### src/rtl/irq_aggr_pkg.sv
package irq_aggr_pkg;

  // Address region held in the two top address bits.
  typedef enum logic [1:0] {
    RGN_STAT = 2'b00,
    RGN_EN   = 2'b01,
    RGN_MST  = 2'b10,
    RGN_RSVD = 2'b11
  } rgn_e;

  localparam int unsigned CAT_W_DEF  = 6;
  localparam int unsigned GLB_W_DEF  = 4;
  localparam int unsigned LINKS_DEF  = 16;
  localparam int unsigned DATA_W_DEF = 16;

endpackage

### src/rtl/irq_rst_sync.sv
module irq_rst_sync #(
  parameter int unsigned STAGES = 2
) (
  input  logic clk,
  input  logic rst_n,
  output logic rst_sync_n
);

  logic [STAGES-1:0] sync_q;
  logic [STAGES-1:0] sync_nxt;

  always_comb begin
    sync_nxt = {sync_q[STAGES-2:0], 1'b1};
  end

  always_ff @(posedge clk or negedge rst_n) begin
    if (!rst_n) begin
      sync_q <= '0;
    end else begin
      sync_q <= sync_nxt;
    end
  end

  assign rst_sync_n = sync_q[STAGES-1];

endmodule

### src/rtl/irq_link_reg.sv
module irq_link_reg #(
  parameter int unsigned SRC_W = 6
) (
  input  logic             clk,
  input  logic             rst_n,
  input  logic [SRC_W-1:0] evt_i,
  input  logic             clr_we_i,
  input  logic             en_we_i,
  input  logic [SRC_W-1:0] wdata_i,
  output logic [SRC_W-1:0] stat_o,
  output logic [SRC_W-1:0] en_o,
  output logic             any_o
);

  logic [SRC_W-1:0] stat_q, stat_nxt;
  logic [SRC_W-1:0] en_q, en_nxt;
  logic [SRC_W-1:0] clr_mask;
  logic             stat_ce, en_ce;

  always_comb begin
    clr_mask = clr_we_i ? wdata_i : '0;
    // New events dominate a same-cycle clear.
    stat_nxt = (stat_q & ~clr_mask) | evt_i;
    stat_ce  = clr_we_i | (|evt_i);
    en_nxt   = wdata_i;
    en_ce    = en_we_i;
  end

  always_ff @(posedge clk or negedge rst_n) begin
    if (!rst_n) begin
      stat_q <= '0;
    end else if (stat_ce) begin
      stat_q <= stat_nxt;
    end
  end

  always_ff @(posedge clk or negedge rst_n) begin
    if (!rst_n) begin
      en_q <= '0;
    end else if (en_ce) begin
      en_q <= en_nxt;
    end
  end

  assign stat_o = stat_q;
  assign en_o   = en_q;
  assign any_o  = |(stat_q & en_q);

endmodule

### src/rtl/irq_master.sv
module irq_master #(
  parameter int unsigned NUM_LINKS = 16
) (
  input  logic                 clk,
  input  logic                 rst_n,
  input  logic [NUM_LINKS-1:0] link_any_i,
  input  logic                 mst_en_we_i,
  input  logic [NUM_LINKS-1:0] wdata_i,
  output logic [NUM_LINKS-1:0] mst_stat_o,
  output logic [NUM_LINKS-1:0] mst_en_o,
  output logic                 irq_n_o
);

  logic [NUM_LINKS-1:0] mst_en_q, mst_en_nxt;
  logic                 irq_n_q, irq_n_nxt;

  always_comb begin
    mst_en_nxt = wdata_i;
    irq_n_nxt  = ~(|(link_any_i & mst_en_q));
  end

  always_ff @(posedge clk or negedge rst_n) begin
    if (!rst_n) begin
      mst_en_q <= '0;
    end else if (mst_en_we_i) begin
      mst_en_q <= mst_en_nxt;
    end
  end

  always_ff @(posedge clk or negedge rst_n) begin
    if (!rst_n) begin
      irq_n_q <= 1'b1;
    end else begin
      irq_n_q <= irq_n_nxt;
    end
  end

  assign mst_stat_o = link_any_i;
  assign mst_en_o   = mst_en_q;
  assign irq_n_o    = irq_n_q;

endmodule

### src/rtl/irq_regif.sv
module irq_regif
  import irq_aggr_pkg::*;
#(
  parameter int unsigned NUM_LINKS = 16,
  parameter int unsigned LINK_W    = 10,
  parameter int unsigned DATA_W    = 16,
  parameter int unsigned IDX_W     = 4,
  parameter int unsigned ADDR_W    = 6
) (
  input  logic                        clk,
  input  logic                        rst_n,
  input  logic                        reg_wr_i,
  input  logic                        reg_rd_i,
  input  logic [ADDR_W-1:0]           reg_addr_i,
  input  logic [NUM_LINKS*LINK_W-1:0] stat_flat_i,
  input  logic [NUM_LINKS*LINK_W-1:0] en_flat_i,
  input  logic [NUM_LINKS-1:0]        mst_stat_i,
  input  logic [NUM_LINKS-1:0]        mst_en_i,
  output logic [NUM_LINKS-1:0]        clr_we_o,
  output logic [NUM_LINKS-1:0]        en_we_o,
  output logic                        mst_en_we_o,
  output logic [DATA_W-1:0]           rdata_o
);

  rgn_e             rgn;
  logic [IDX_W-1:0] idx;
  logic             idx_ok;
  logic             mst_sel_stat, mst_sel_en;
  logic [DATA_W-1:0] rdata_q, rdata_nxt;

  always_comb begin
    rgn          = rgn_e'(reg_addr_i[ADDR_W-1 -: 2]);
    idx          = reg_addr_i[IDX_W-1:0];
    idx_ok       = {1'b0, idx} < (IDX_W+1)'(NUM_LINKS);
    mst_sel_stat = (rgn == RGN_MST) && (idx == '0);
    mst_sel_en   = (rgn == RGN_MST) && (idx == IDX_W'(1));
  end

  // Write strobes, one per link register.
  always_comb begin
    for (int n = 0; n < NUM_LINKS; n++) begin
      clr_we_o[n] = reg_wr_i && (rgn == RGN_STAT) && (idx == IDX_W'(n));
      en_we_o[n]  = reg_wr_i && (rgn == RGN_EN)   && (idx == IDX_W'(n));
    end
    mst_en_we_o = reg_wr_i && mst_sel_en;
  end

  // Read multiplexer.
  always_comb begin
    rdata_nxt = '0;
    unique case (rgn)
      RGN_STAT: if (idx_ok) rdata_nxt[LINK_W-1:0] = stat_flat_i[idx*LINK_W +: LINK_W];
      RGN_EN:   if (idx_ok) rdata_nxt[LINK_W-1:0] = en_flat_i[idx*LINK_W +: LINK_W];
      RGN_MST: begin
        if (mst_sel_stat) rdata_nxt[NUM_LINKS-1:0] = mst_stat_i;
        if (mst_sel_en)   rdata_nxt[NUM_LINKS-1:0] = mst_en_i;
      end
      default: rdata_nxt = '0;
    endcase
  end

  always_ff @(posedge clk or negedge rst_n) begin
    if (!rst_n) begin
      rdata_q <= '0;
    end else if (reg_rd_i) begin
      rdata_q <= rdata_nxt;
    end
  end

  assign rdata_o = rdata_q;

endmodule

### src/rtl/irq_aggr_top.sv
module irq_aggr_top
  import irq_aggr_pkg::*;
#(
  parameter int unsigned NUM_LINKS = LINKS_DEF,
  parameter int unsigned CAT_W     = CAT_W_DEF,
  parameter int unsigned GLB_W     = GLB_W_DEF,
  parameter int unsigned DATA_W    = DATA_W_DEF,
  localparam int unsigned LINK_W   = CAT_W + GLB_W,
  localparam int unsigned IDX_W    = (NUM_LINKS > 1) ? $clog2(NUM_LINKS) : 1,
  localparam int unsigned ADDR_W   = IDX_W + 2
) (
  input  logic                      clk,
  input  logic                      rst_n,
  input  logic [NUM_LINKS*CAT_W-1:0] evt_link_i,
  input  logic [GLB_W-1:0]          evt_glb_i,
  input  logic                      reg_wr_i,
  input  logic                      reg_rd_i,
  input  logic [ADDR_W-1:0]         reg_addr_i,
  input  logic [DATA_W-1:0]         reg_wdata_i,
  output logic [DATA_W-1:0]         reg_rdata_o,
  output logic                      irq_n_o
);

  logic                        rst_sync_n;
  logic [NUM_LINKS*LINK_W-1:0] stat_flat;
  logic [NUM_LINKS*LINK_W-1:0] en_flat;
  logic [NUM_LINKS-1:0]        link_any;
  logic [NUM_LINKS-1:0]        clr_we, en_we;
  logic                        mst_en_we;
  logic [NUM_LINKS-1:0]        mst_stat, mst_en;

  irq_rst_sync #(.STAGES(2)) u_rst (
    .clk        (clk),
    .rst_n      (rst_n),
    .rst_sync_n (rst_sync_n)
  );

  for (genvar n = 0; n < NUM_LINKS; n++) begin : g_link
    if (n == 0) begin : g_wide
      logic [LINK_W-1:0] st, en;
      irq_link_reg #(.SRC_W(LINK_W)) u_reg (
        .clk      (clk),
        .rst_n    (rst_sync_n),
        .evt_i    ({evt_glb_i, evt_link_i[CAT_W-1:0]}),
        .clr_we_i (clr_we[n]),
        .en_we_i  (en_we[n]),
        .wdata_i  (reg_wdata_i[LINK_W-1:0]),
        .stat_o   (st),
        .en_o     (en),
        .any_o    (link_any[n])
      );
      assign stat_flat[n*LINK_W +: LINK_W] = st;
      assign en_flat[n*LINK_W +: LINK_W]   = en;
    end else begin : g_narrow
      logic [CAT_W-1:0] st, en;
      irq_link_reg #(.SRC_W(CAT_W)) u_reg (
        .clk      (clk),
        .rst_n    (rst_sync_n),
        .evt_i    (evt_link_i[n*CAT_W +: CAT_W]),
        .clr_we_i (clr_we[n]),
        .en_we_i  (en_we[n]),
        .wdata_i  (reg_wdata_i[CAT_W-1:0]),
        .stat_o   (st),
        .en_o     (en),
        .any_o    (link_any[n])
      );
      assign stat_flat[n*LINK_W +: LINK_W] = {{GLB_W{1'b0}}, st};
      assign en_flat[n*LINK_W +: LINK_W]   = {{GLB_W{1'b0}}, en};
    end
  end

  irq_master #(.NUM_LINKS(NUM_LINKS)) u_mst (
    .clk         (clk),
    .rst_n       (rst_sync_n),
    .link_any_i  (link_any),
    .mst_en_we_i (mst_en_we),
    .wdata_i     (reg_wdata_i[NUM_LINKS-1:0]),
    .mst_stat_o  (mst_stat),
    .mst_en_o    (mst_en),
    .irq_n_o     (irq_n_o)
  );

  irq_regif #(
    .NUM_LINKS (NUM_LINKS),
    .LINK_W    (LINK_W),
    .DATA_W    (DATA_W),
    .IDX_W     (IDX_W),
    .ADDR_W    (ADDR_W)
  ) u_regif (
    .clk         (clk),
    .rst_n       (rst_sync_n),
    .reg_wr_i    (reg_wr_i),
    .reg_rd_i    (reg_rd_i),
    .reg_addr_i  (reg_addr_i),
    .stat_flat_i (stat_flat),
    .en_flat_i   (en_flat),
    .mst_stat_i  (mst_stat),
    .mst_en_i    (mst_en),
    .clr_we_o    (clr_we),
    .en_we_o     (en_we),
    .mst_en_we_o (mst_en_we),
    .rdata_o     (reg_rdata_o)
  );

endmodule

### config.mk
export PLATFORM = sky130hd
export DESIGN_NAME = irq_aggr_top
export DESIGN_NICKNAME = d
export VERILOG_FILES = /design/src/rtl/irq_aggr_pkg.sv /design/src/rtl/irq_rst_sync.sv /design/src/rtl/irq_link_reg.sv /design/src/rtl/irq_master.sv /design/src/rtl/irq_regif.sv /design/src/rtl/irq_aggr_top.sv
export SDC_FILE = /design/constraint.sdc
export NUM_CORES = 1
export LEC_CHECK = 0
export BUFFER_PORTS_ARGS = -buffer_cell sky130_fd_sc_hd__buf_2
export CAP_MARGIN = 20
export CELL_PAD_IN_SITES_DETAIL_PLACEMENT = 1
export CELL_PAD_IN_SITES_GLOBAL_PLACEMENT = 1
export CORE_MARGIN = 2
export CORE_UTILIZATION = 25
export DETAILED_ROUTE_END_ITERATION = 8
export PLACE_DENSITY_LB_ADDON = 0.3
export SLEW_MARGIN = 40
export SYNTH_ARGS = -nofsm -noshare
export SYNTH_HDL_FRONTEND = slang
export SYNTH_SLANG_ARGS = --single-unit
### constraint.sdc
create_clock -name clk -period 7.01 [get_ports clk]
set_input_delay 1.402 -clock clk [delete_from_list [all_inputs] [get_ports clk]]
set_output_delay 1.402 -clock clk [all_outputs]
set_load 0.05 [all_outputs]
==> flow_metrics.env, run 1 <==
export IMPL_status="completed"
export IMPL_fmax_mhz=278.2
export IMPL_quantity_of_hold_fixing_buffers_added_after_cts=0
export IMPL_setup_violations_final=0
export IMPL_gp_congestion=0.8180
export IMPL_die_h_um=221.1
export IMPL_drc_violations=0
export IMPL_detailroute_via_count=9271
export IMPL_max_slew_margin_rel=0.4879
export IMPL_synthesis_nets=1178
export IMPL_setup_worst_path_class="primary input to flop"
export IMPL_drtPass1Iterations=5
export IMPL_initial_utilization=0.2531
export IMPL_cp_start_kind="primary input"
export IMPL_wl_per_cell_um=24.62
export IMPL_worst_r2r_cell_count=5
export IMPL_final_setup_tns_ns=0
export IMPL_design_portCount=143
export IMPL_grt_first_pass_wirelength_um=66410
export IMPL_place_worst_setup_slack_ns=2.934
export IMPL_cts_buffers_inserted=29
export IMPL_synth_cell_type_count=51
export IMPL_clock_skew_final_ns=0.007215
export IMPL_ff_to_ff_setup_slack_ns=5.06
export IMPL_ctsHtreeMaxLevel=1
export IMPL_final_min_period_over_clock_period=0.5127
export IMPL_routed_via_density=5.188
export IMPL_number_of_synthesized_flops_with_an_enable_pin=0
export IMPL_globalRoute_totalOverflow=0
export IMPL_worst_setup_path_end_kind="flop"
export IMPL_post_route_antenna_net_violation_count=0
export IMPL_number_of_synthesized_register_bits=235
export IMPL_layout_nets=1287
export IMPL_placement_io_buffers=142
export IMPL_ctsRootBufferMaster="sky130_fd_sc_hd__clkbuf_16"
export IMPL_hold_path_class="flop to asynchronous set/reset pin"
export IMPL_grt_max_degree=71
export IMPL_critical_path_peak_fanout=68
export IMPL_layout_setup_ws_ns=3.416
export IMPL_synth_warnings=0
export IMPL_endpoint_required_time_on_the_critical_path_ns=7.47
export IMPL_rsz0062_at_grt="no"
export IMPL_coreArea_mm2=0.04656
export IMPL_max_cap_violations=0
export IMPL_post_cts_repair_timing_setup_buffer_count=0
export IMPL_synth_area_per_cell_um2=11.20
export IMPL_route_final_wire_length_um=43990
export IMPL_floorplan_die_area_mm2=0.04889
export IMPL_r2r_end="u_regif.rdata_o[5]$_DFFE_PN0P_"
export IMPL_cts_path_max_buffers=3
export IMPL_clk_transition_reported_paths_ns=0.06
export IMPL_die_width_um=221.1
export IMPL_fraction_of_layout_cells_with_a_size_suffix_above_1=0.2869
export IMPL_hpwlAfterDp_um=30790
export IMPL_synth_seq_area_share=0.4992
export IMPL_cts_resized_gates=0
export IMPL_drv_slew=0
export IMPL_placement_rows=79
export IMPL_worst_slew_pin_slew_ns=0.7682
export IMPL_numClockSinks=235
export IMPL_crit_reg2reg_launch="g_link[4].g_narrow.u_reg.en_o[5]$_DFFE_PN0P_"
export IMPL_synthCells=1052
export IMPL_hold_violations=0
export IMPL_initial_antenna_violation_count=3
export IMPL_global_route_usage_total=0.1778
export IMPL_timing_final_crit_period_ns=3.594
export IMPL_detailedRoute_firstIterationViolations=608
export IMPL_power_per_cell_area_mw_per_mm2=250.8
export IMPL_grt_pass1_vias=9910
export IMPL_share_of_async_settable_or_async_resettable_flops_after_synthesis=1.000
export IMPL_synthesized_area_mm2=0.01178
export IMPL_total_leakage_power_nw=5.726
export IMPL_layout_area_overhead_vs_synth_pct=17.96
export IMPL_clock_latency_reported_for_the_late_side_of_the_worst_skew_pair_ns=0.55
export IMPL_irDropWorstVdd_mv=0.1543
export IMPL_synth_main_ff_cell="sky130_fd_sc_hd__dfrtp_1"
export IMPL_critical_path_arrival_ns=4.05
export IMPL_tritoncts="built"
cells in the mapped netlist, drive strengths merged (19+ instances only):
library cell / instances / area [um2]
dfrtp: 234 / 5856
clkbuf: 33 / 123.9
nand2: 136 / 515.5
a22oi: 66 / 495.5
buf: 38 / 252.7
nand3: 33 / 165.2
a211oi: 81 / 608.1
mux2: 119 / 1340
nor2: 34 / 180.2
and3b: 80 / 700.7
o41ai: 19 / 166.4
a21o: 101 / 758.2
power by group:
part	internal (mW)	total (mW)	switching (mW)
combinational	0.188	0.479	0.291
clock	0.864	1.46	0.593
sequential	1.46	1.55	0.0917
layer usage:
layer | track usage | up-vias | part of all wire
met5 | 0 | - | 0
met2 | 0.2941 | 211 | 0.47
met4 | 0.03789 | 0 | 0.018
met3 | 0.02350 | 49 | 0.047
met1 | 0.2480 | 4839 | 0.46
li1 | - | 4172 | -
stage by stage:
| step | utilization | instance area (um2) | hold slack, ns | power, mW | std cells |
|---|---|---|---|---|---|
| finish | 0.2986 | 13900 | 0.3422 | 3.486 | 1787 |
| floorplan | - | 11790 | 0.3311 | 1.842 | 1052 |
| CTS | 0.2982 | 13880 | 0.3520 | 3.528 | 1785 |
| global route | 0.2984 | 13890 | 0.3706 | 3.633 | 1785 |
| detailed placement | 0.2787 | 12970 | 0.3379 | 2.051 | 1737 |
| global placement | 0.2779 | 12940 | 0.3366 | 2.038 | 1736 |
area by class of cell:
class | instances | area, um2
clock inverters | 11 | 110.1
flip-flops and latches | 235 | 5886
multi-input cells | 743 | 5530
diodes | 2 | 5.005
fillers | 5198 | 32660
clock buffers | 37 | 795.8
repair buffers | 149 | 802.0
inverters | 3 | 11.26
well taps | 607 | 759.5
cell families (layout without fill, tap and decap cells):
family | count (synthesis) | count (layout) | synth area share
other cells | 1 | 3 | 0.0003182
simple gates | 311 | 311 | 0.1502
mux | 124 | 124 | 0.1180
compound gates | 307 | 307 | 0.1994
buf+inv | 74 | 200 | 0.03291
flops | 235 | 235 | 0.4992
sequential cells by signal (all words and copies together) (netlist names):
name	count
u_rst.sync_q	2
u_mst.irq_n_o	1
g_link.g_narrow.u_reg.en_o	90
g_link.g_wide.u_reg.stat_o	10
g_link.g_wide.u_reg.en_o	10
u_regif.rdata_o	16
u_mst.mst_en_o	16
g_link.g_narrow.u_reg.stat_o	90
worst max-delay path, stage by stage:
cell	delay, ns
sky130_fd_sc_hd__buf_2	0.43
sky130_fd_sc_hd__buf_4	0.62
sky130_fd_sc_hd__and3b_1	0.26
sky130_fd_sc_hd__a211oi_1	0.06
sky130_fd_sc_hd__o41ai_1	0.76
sky130_fd_sc_hd__nand3_1	0.24
sky130_fd_sc_hd__o31ai_1	0.27
how the worst max path moves through the flow:
stage,from,to,slack [ns]
2_1_floorplan,u_rst.sync_q[1]$_DFF_PN0_,g_link[0].g_wide.u_reg.en_o[0]$_DFFE_PN0P_,3.15
3_3_place_gp,reg_addr_i[5],u_regif.rdata_o[5]$_DFFE_PN0P_,2.73
3_5_place_dp,reg_addr_i[4],u_regif.rdata_o[5]$_DFFE_PN0P_,2.93
4_1_cts,reg_addr_i[4],u_regif.rdata_o[5]$_DFFE_PN0P_,3.50
5_1_grt,reg_addr_i[5],u_regif.rdata_o[3]$_DFFE_PN0P_,3.37
6_report,reg_addr_i[4],u_regif.rdata_o[5]$_DFFE_PN0P_,3.42
cell usage in the layout, fill, tap and decap left out, drive strengths merged, types with 2 or more instances in the layout:
cell type / instances
a211oi: 81
a21boi: 2
a21o: 101
a21oi: 2
a222oi: 4
a22o: 2
a22oi: 66
a2bb2oi: 4
a31oi: 4
a32oi: 4
and2: 2
and3b: 80
buf: 149
bufinv: 2
clkbuf: 37
clkinv: 7
clkinvlp: 2
dfrtp: 234
diode: 2
inv: 3
mux2: 119
mux2i: 5
nand2: 136
nand2b: 6
nand3: 33
nand4: 3
nor2: 34
nor2b: 4
nor3: 5
o21ai: 2
o221ai: 2
o2bb2ai: 9
o31ai: 5
o41ai: 19
or2: 3
Power figures use the tool's default switching activity.
==> inputs of run 2 (changes only) <==
Clock period 7.01 ns to 3 ns, I/O delays scaled along.
==> flow_metrics.env, run 2 (synthesized netlist as in run 1, its figures left out) <==
export IMPL_detailroute_via_count=9260
export IMPL_top_usage_layer="met2"
export IMPL_design_portCount=143
export IMPL_total_leakage_power_nw=5.903
export IMPL_power_frac_seq=0.429
export IMPL_drc_violations=0
export IMPL_globalRouteMet1Util=0.2447
export IMPL_worst_path_dominant_cell_family="compound AO/OA/AOI/OAI gates"
export IMPL_rsz0062_at_grt="no"
export IMPL_irDropWorstVdd_mv=0.3989
export IMPL_wl_per_cell_um=24.02
export IMPL_initial_utilization=0.2531
export IMPL_cts_path_max_buffers=3
export IMPL_grt_first_pass_wirelength_um=66530
export IMPL_gp_congestion=0.8207
export IMPL_grt_max_degree=97
export IMPL_globalRoute_totalOverflow=0
export IMPL_placedCellCount=1763
export IMPL_cell_internal_pwr_mw=6.106
export IMPL_mostFrequentLayoutCell="sky130_fd_sc_hd__dfrtp_1"
export IMPL_clock_latency_reported_for_the_late_side_of_the_worst_skew_pair_ns=0.56
export IMPL_endpoint_required_time_on_the_critical_path_ns=3.47
export IMPL_share_comb_of_total_power=0.138
export IMPL_setup_violations_final=0
export IMPL_grt_pass1_vias=9957
export IMPL_clock_power_share=0.433
export IMPL_status="completed"
export IMPL_grt_util_met2=0.2875
export IMPL_cp_start_kind="primary input"
export IMPL_timing_final_crit_period_ns=2.322
export IMPL_drtPass1Iterations=5
export IMPL_max_slew_margin_rel=0.5228
export IMPL_grt_use_met3=0.03691
export IMPL_final_min_period_over_clock_period=0.7742
export IMPL_crit_path_cell_trace="buf_2 > nand2b_4 > buf_12 > a211oi_1 > o41ai_1 > a21boi_0 > o31ai_1"
export IMPL_hold_path_class="primary input to flop"
export IMPL_ctsHtreeMaxLevel=1
export IMPL_hold_violations=0
export IMPL_power_share_switching=0.2736
export IMPL_fraction_of_layout_cells_with_a_size_suffix_above_1=0.3011
export IMPL_placement_io_buffers=142
export IMPL_floorplan_die_area_mm2=0.04889
export IMPL_coreArea_mm2=0.04656
export IMPL_final_setup_tns_ns=0
export IMPL_worst_path_buf_inv=2
export IMPL_hpwlAfterDp_um=31350
export IMPL_cts_buffers_inserted=29
export IMPL_layout_setup_ws_ns=0.6775
export IMPL_routed_via_density=5.096
export IMPL_critical_path_peak_fanout=49
export IMPL_tritoncts="built"
export IMPL_instances_no_fill=1817
export IMPL_clk_transition_reported_paths_ns=0.06
export IMPL_worst_slew_pin_slew_ns=0.7065
export IMPL_place_worst_setup_slack_ns=0.1583
export IMPL_mostFrequentLayoutCells="sky130_fd_sc_hd__dfrtp_1 (233), sky130_fd_sc_hd__buf_2 (138), sky130_fd_sc_hd__nand2_1 (134)"
export IMPL_cp_slowest_cell="sky130_fd_sc_hd__o41ai_1"
export IMPL_critical_path_arrival_ns=2.79
export IMPL_max_cap_violations=0
export IMPL_clock_skew_final_ns=0.008440
export IMPL_worst_setup_path_end_kind="flop"
export IMPL_global_route_usage_total=0.1777
export IMPL_post_route_antenna_net_violation_count=0
export IMPL_netSwitchingPower_mw=2.300
export IMPL_cpPeakStageDelay_ns=0.69
export IMPL_placement_rows=79
export IMPL_fmax_mhz=430.6
export IMPL_detailedRoute_firstIterationViolations=470
export IMPL_initial_antenna_violation_count=2
export IMPL_ctsRootBufferMaster="sky130_fd_sc_hd__clkbuf_16"
export IMPL_numClockSinks=235
export IMPL_die_h_um=221.1
export IMPL_post_route_util=0.3052
export IMPL_layout_nets=1314
export IMPL_power_per_cell_area_mw_per_mm2=591.6
export IMPL_layout_area_overhead_vs_synth_pct=20.58
export IMPL_drv_slew=0
export IMPL_setup_worst_path_class="primary input to flop"
export IMPL_die_width_um=221.1
export IMPL_route_final_wire_length_um=43650
-- run 2: stage by stage --
stage          area (um2)  power, mW  hold WS (ns)
6_report            14210      8.406        0.2098
2_1_floorplan       11790      4.304        0.3044
5_1_grt             14210      8.786        0.1856
3_3_place_gp        13200      4.799        0.3328
3_5_place_dp        13210      4.826        0.3358
4_1_cts             14200      8.521        0.1818
-- run 2: area by class of cell --
class | count | area, um2
multi-input cells | 743 | 5522
well taps | 607 | 759.5
clock buffers | 41 | 820.8
clock inverters | 11 | 158.9
flip-flops and latches | 235 | 5886
inverters | 3 | 11.26
diodes | 1 | 2.502
fillers | 5195 | 32350
repair buffers | 176 | 1049
-- run 2: power by group through the flow --
stage / Sequential [mW] / Combinational [mW] / Clock (mW)
3_3_place_gp: 3.65 / 1.15 / 0
5_1_grt: 3.64 / 1.27 / 3.88
6_report: 3.60 / 1.16 / 3.64
2_1_floorplan: 3.68 / 0.621 / 0
3_5_place_dp: 3.66 / 1.17 / 0
4_1_cts: 3.60 / 1.17 / 3.75
-- run 2: what timing repair did --
item                      in CTS  in global routing
hold endpoints to repair       2                  0
hold buffers                   1                  0
gates resized for setup        0                  0
setup buffers                  0                  0
-- run 2: path summary, 6_finish.rpt --
check,startpoint,to,depth (start not counted),slack [ns]
worst max-delay path,reg_addr_i[5],u_regif.rdata_o[1]$_DFFE_PN0P_,7,0.68
worst min-delay path,evt_link_i[60],g_link[10].g_narrow.u_reg.stat_o[0]$_DFFE_PN0P_,2,0.21
worst max register to register,g_link[10].g_narrow.u_reg.en_o[1]$_DFFE_PN0P_,u_regif.rdata_o[1]$_DFFE_PN0P_,5,1.08
worst min register to register,u_rst.sync_q[0]$_DFF_PN0_,u_rst.sync_q[1]$_DFF_PN0_,0,0.35
max in group asynchronous,u_rst.sync_q[1]$_DFF_PN0_,u_regif.rdata_o[13]$_DFFE_PN0P_,1,1.99
min in group asynchronous,rst_n,u_rst.sync_q[1]$_DFF_PN0_,2,0.35
-- run 2: per-layer routing --
metal / routed length (um) / vias to the layer above / part of all wire
met2: 20250 / 175 / 0.46
met1: 20690 / 4821 / 0.47
li1: - / 4219 / -
met5: 13 / - / 0.00030
met4: 831 / 2 / 0.019
met3: 1856 / 43 / 0.043
==> inputs of run 3 (changes only) <==
Clock period 3 ns to 2.1 ns, I/O delays scaled along.
==> flow_metrics.env, run 3 (synthesized netlist as in run 1, its figures left out) <==
export IMPL_detailedRoute_firstIterationViolations=593
export IMPL_post_cts_repair_timing_setup_buffer_count=0
export IMPL_grt_first_pass_wirelength_um=69090
export IMPL_cts_buffers_inserted=30
export IMPL_initial_utilization=0.2531
export IMPL_endpoint_required_time_on_the_critical_path_ns=2.57
export IMPL_hpwlAfterDp_um=32760
export IMPL_clock_skew_final_ns=0.01130
export IMPL_cp_slowest_cell="sky130_fd_sc_hd__o41ai_1"
export IMPL_globalRoute_totalOverflow=0
export IMPL_wl_per_cell_um=23.40
export IMPL_status="completed"
export IMPL_fraction_of_layout_cells_with_a_size_suffix_above_1=0.3583
export IMPL_layout_setup_ws_ns=0.1157
export IMPL_grt_max_degree=88
export IMPL_post_route_antenna_net_violation_count=0
export IMPL_ctsRootBufferMaster="sky130_fd_sc_hd__clkbuf_16"
export IMPL_cp_start_kind="primary input"
export IMPL_irDropWorstVdd_mv=0.6427
export IMPL_layout_area_overhead_vs_synth_pct=29.88
export IMPL_placement_io_buffers=142
export IMPL_drv_slew=0
export IMPL_layout_filler_cells=5172
export IMPL_worst_path_dominant_cell_family="compound AO/OA/AOI/OAI gates"
export IMPL_hold_violations=0
export IMPL_hold_path_class="primary input to flop"
export IMPL_critical_path_arrival_ns=2.45
export IMPL_power_per_cell_area_mw_per_mm2=803.8
export IMPL_rsz0062_at_grt="no"
export IMPL_worst_setup_path_end_kind="flop"
export IMPL_die_h_um=221.1
export IMPL_worst_slew_pin_slew_ns=0.6327
export IMPL_design_portCount=143
export IMPL_crit_path_cell_trace="buf_2 > buf_4 > nand2_2 > buf_4 > a211oi_1 > o41ai_1 > buf_4 > nand3_1 > o31ai_1"
export IMPL_antenna_diode_count=0
export IMPL_timing_final_crit_period_ns=1.984
export IMPL_coreArea_mm2=0.04656
export IMPL_cpPeakStageDelay_ns=0.58
export IMPL_critical_path_peak_fanout=11
export IMPL_route_final_wire_length_um=45090
export IMPL_max_slew_margin_rel=0.5727
export IMPL_holdWs_ns=0.02749
export IMPL_floorplan_die_area_mm2=0.04889
export IMPL_total_leakage_power_nw=6.528
export IMPL_max_cap_violations=0
export IMPL_grt_pass1_vias=10686
export IMPL_placed_area_mm2=0.01426
export IMPL_drc_violations=0
export IMPL_final_setup_tns_ns=0
export IMPL_final_min_period_over_clock_period=0.9449
export IMPL_layout_nets=1422
export IMPL_cts_path_max_buffers=3
export IMPL_fmax_mhz=503.9
export IMPL_clock_latency_reported_for_the_late_side_of_the_worst_skew_pair_ns=0.57
export IMPL_top_usage_layer="met2"
export IMPL_initial_antenna_violation_count=0
export IMPL_placement_rows=79
export IMPL_grt_util_met2=0.3014
export IMPL_gp_congestion=0.8540
export IMPL_clk_transition_reported_paths_ns=0.06
export IMPL_globalRouteMet1Util=0.2467
export IMPL_mostFrequentLayoutCell="sky130_fd_sc_hd__dfrtp_1"
export IMPL_post_route_util=0.3287
export IMPL_routed_via_density=5.105
export IMPL_global_route_usage_total=0.1838
export IMPL_worst_path_most_repeated_cell="sky130_fd_sc_hd__buf_4"
export IMPL_drtPass1Iterations=5
export IMPL_post_route_cell_area_mm2=0.01530
export IMPL_mostFrequentLayoutCells="sky130_fd_sc_hd__dfrtp_1 (233), sky130_fd_sc_hd__buf_2 (142), sky130_fd_sc_hd__nand2_1 (134)"
export IMPL_place_worst_setup_slack_ns=-0.5070
export IMPL_ctsHtreeMaxLevel=1
export IMPL_worst_path_buf_inv=4
export IMPL_detailroute_via_count=9838
export IMPL_tritoncts="built"
export IMPL_setup_violations_final=0
export IMPL_setup_worst_path_class="primary input to flop"
export IMPL_die_width_um=221.1
export IMPL_numClockSinks=235
export IMPL_grt_use_met3=0.03771
-- run 3: changes by cell type in the layout (fill, tap and decap cells not counted), moves of 2 or more --
cell / previous run / this run
sky130_fd_sc_hd__buf_4: 30 / 113
sky130_fd_sc_hd__buf_12: 5 / 26
sky130_fd_sc_hd__buf_2: 138 / 142
sky130_fd_sc_hd__clkbuf_1: 7 / 10
sky130_fd_sc_hd__clkinvlp_4: 0 / 3
sky130_fd_sc_hd__buf_6: 2 / 0
sky130_fd_sc_hd__clkbuf_16: 29 / 31
sky130_fd_sc_hd__clkinv_2: 6 / 4
sky130_fd_sc_hd__o41ai_1: 19 / 17
sky130_fd_sc_hd__o41ai_2: 0 / 2
-- run 3: layout make-up --
class | instances | area (um2) | share of cell area
Clock inverter | 11 | 143.9 | 0.009402
Tap cell | 607 | 759.5 | 0.04962
Inverter | 3 | 11.26 | 0.0007358
Multi-Input combinational cell | 743 | 5537 | 0.3618
Sequential cell | 235 | 5886 | 0.3846
Timing Repair Buffer | 283 | 2100 | 0.1372
Clock buffer | 45 | 868.3 | 0.05674
-- run 3: repair_timing --
item,4_1_cts,5_1_grt
resized for setup,0,2
endpoints found under the setup margin,0,1
hold buffers,2,0
hold endpoints to repair,3,0
-- run 3: power breakdown --
group,switching [mW],internal [mW]
sequential,0.298,4.87
combinational,1.04,0.797
clock,2.08,3.22
-- run 3: per-layer routing --
| metal | wire length, um | vias to the layer above |
|---|---|---|
| li1 | - | 4443 |
| met1 | 20570 | 5098 |
| met2 | 21010 | 230 |
| met3 | 2322 | 67 |
| met4 | 1185 | 0 |
| met5 | 0 | - |
-- run 3: worst paths after layout --
kind / from / to / slack, ns / cells past startpoint
max reg2reg: g_link[0].g_wide.u_reg.en_o[4]$_DFFE_PN0P_ / u_regif.rdata_o[4]$_DFFE_PN0P_ / 0.18 / 6
min: evt_link_i[73] / g_link[12].g_narrow.u_reg.stat_o[1]$_DFFE_PN0P_ / 0.03 / 2
min in group asynchronous: rst_n / u_rst.sync_q[0]$_DFF_PN0_ / 0.17 / 2
min reg2reg: u_rst.sync_q[1]$_DFF_PN0_ / g_link[7].g_narrow.u_reg.stat_o[2]$_DFFE_PN0P_ / 0.19 / 0
max in group asynchronous: u_rst.sync_q[1]$_DFF_PN0_ / g_link[15].g_narrow.u_reg.stat_o[1]$_DFFE_PN0P_ / 1.06 / 2
max: reg_addr_i[0] / u_regif.rdata_o[3]$_DFFE_PN0P_ / 0.12 / 9
-- run 3: per-stage QoR --
stage                     power (mW)  cells
final                          12.30   1927
after global placement         7.032   1869
after detailed placement       7.074   1869
after floorplan                6.149   1052
after CTS                      12.45   1927
after global routing           12.84   1927
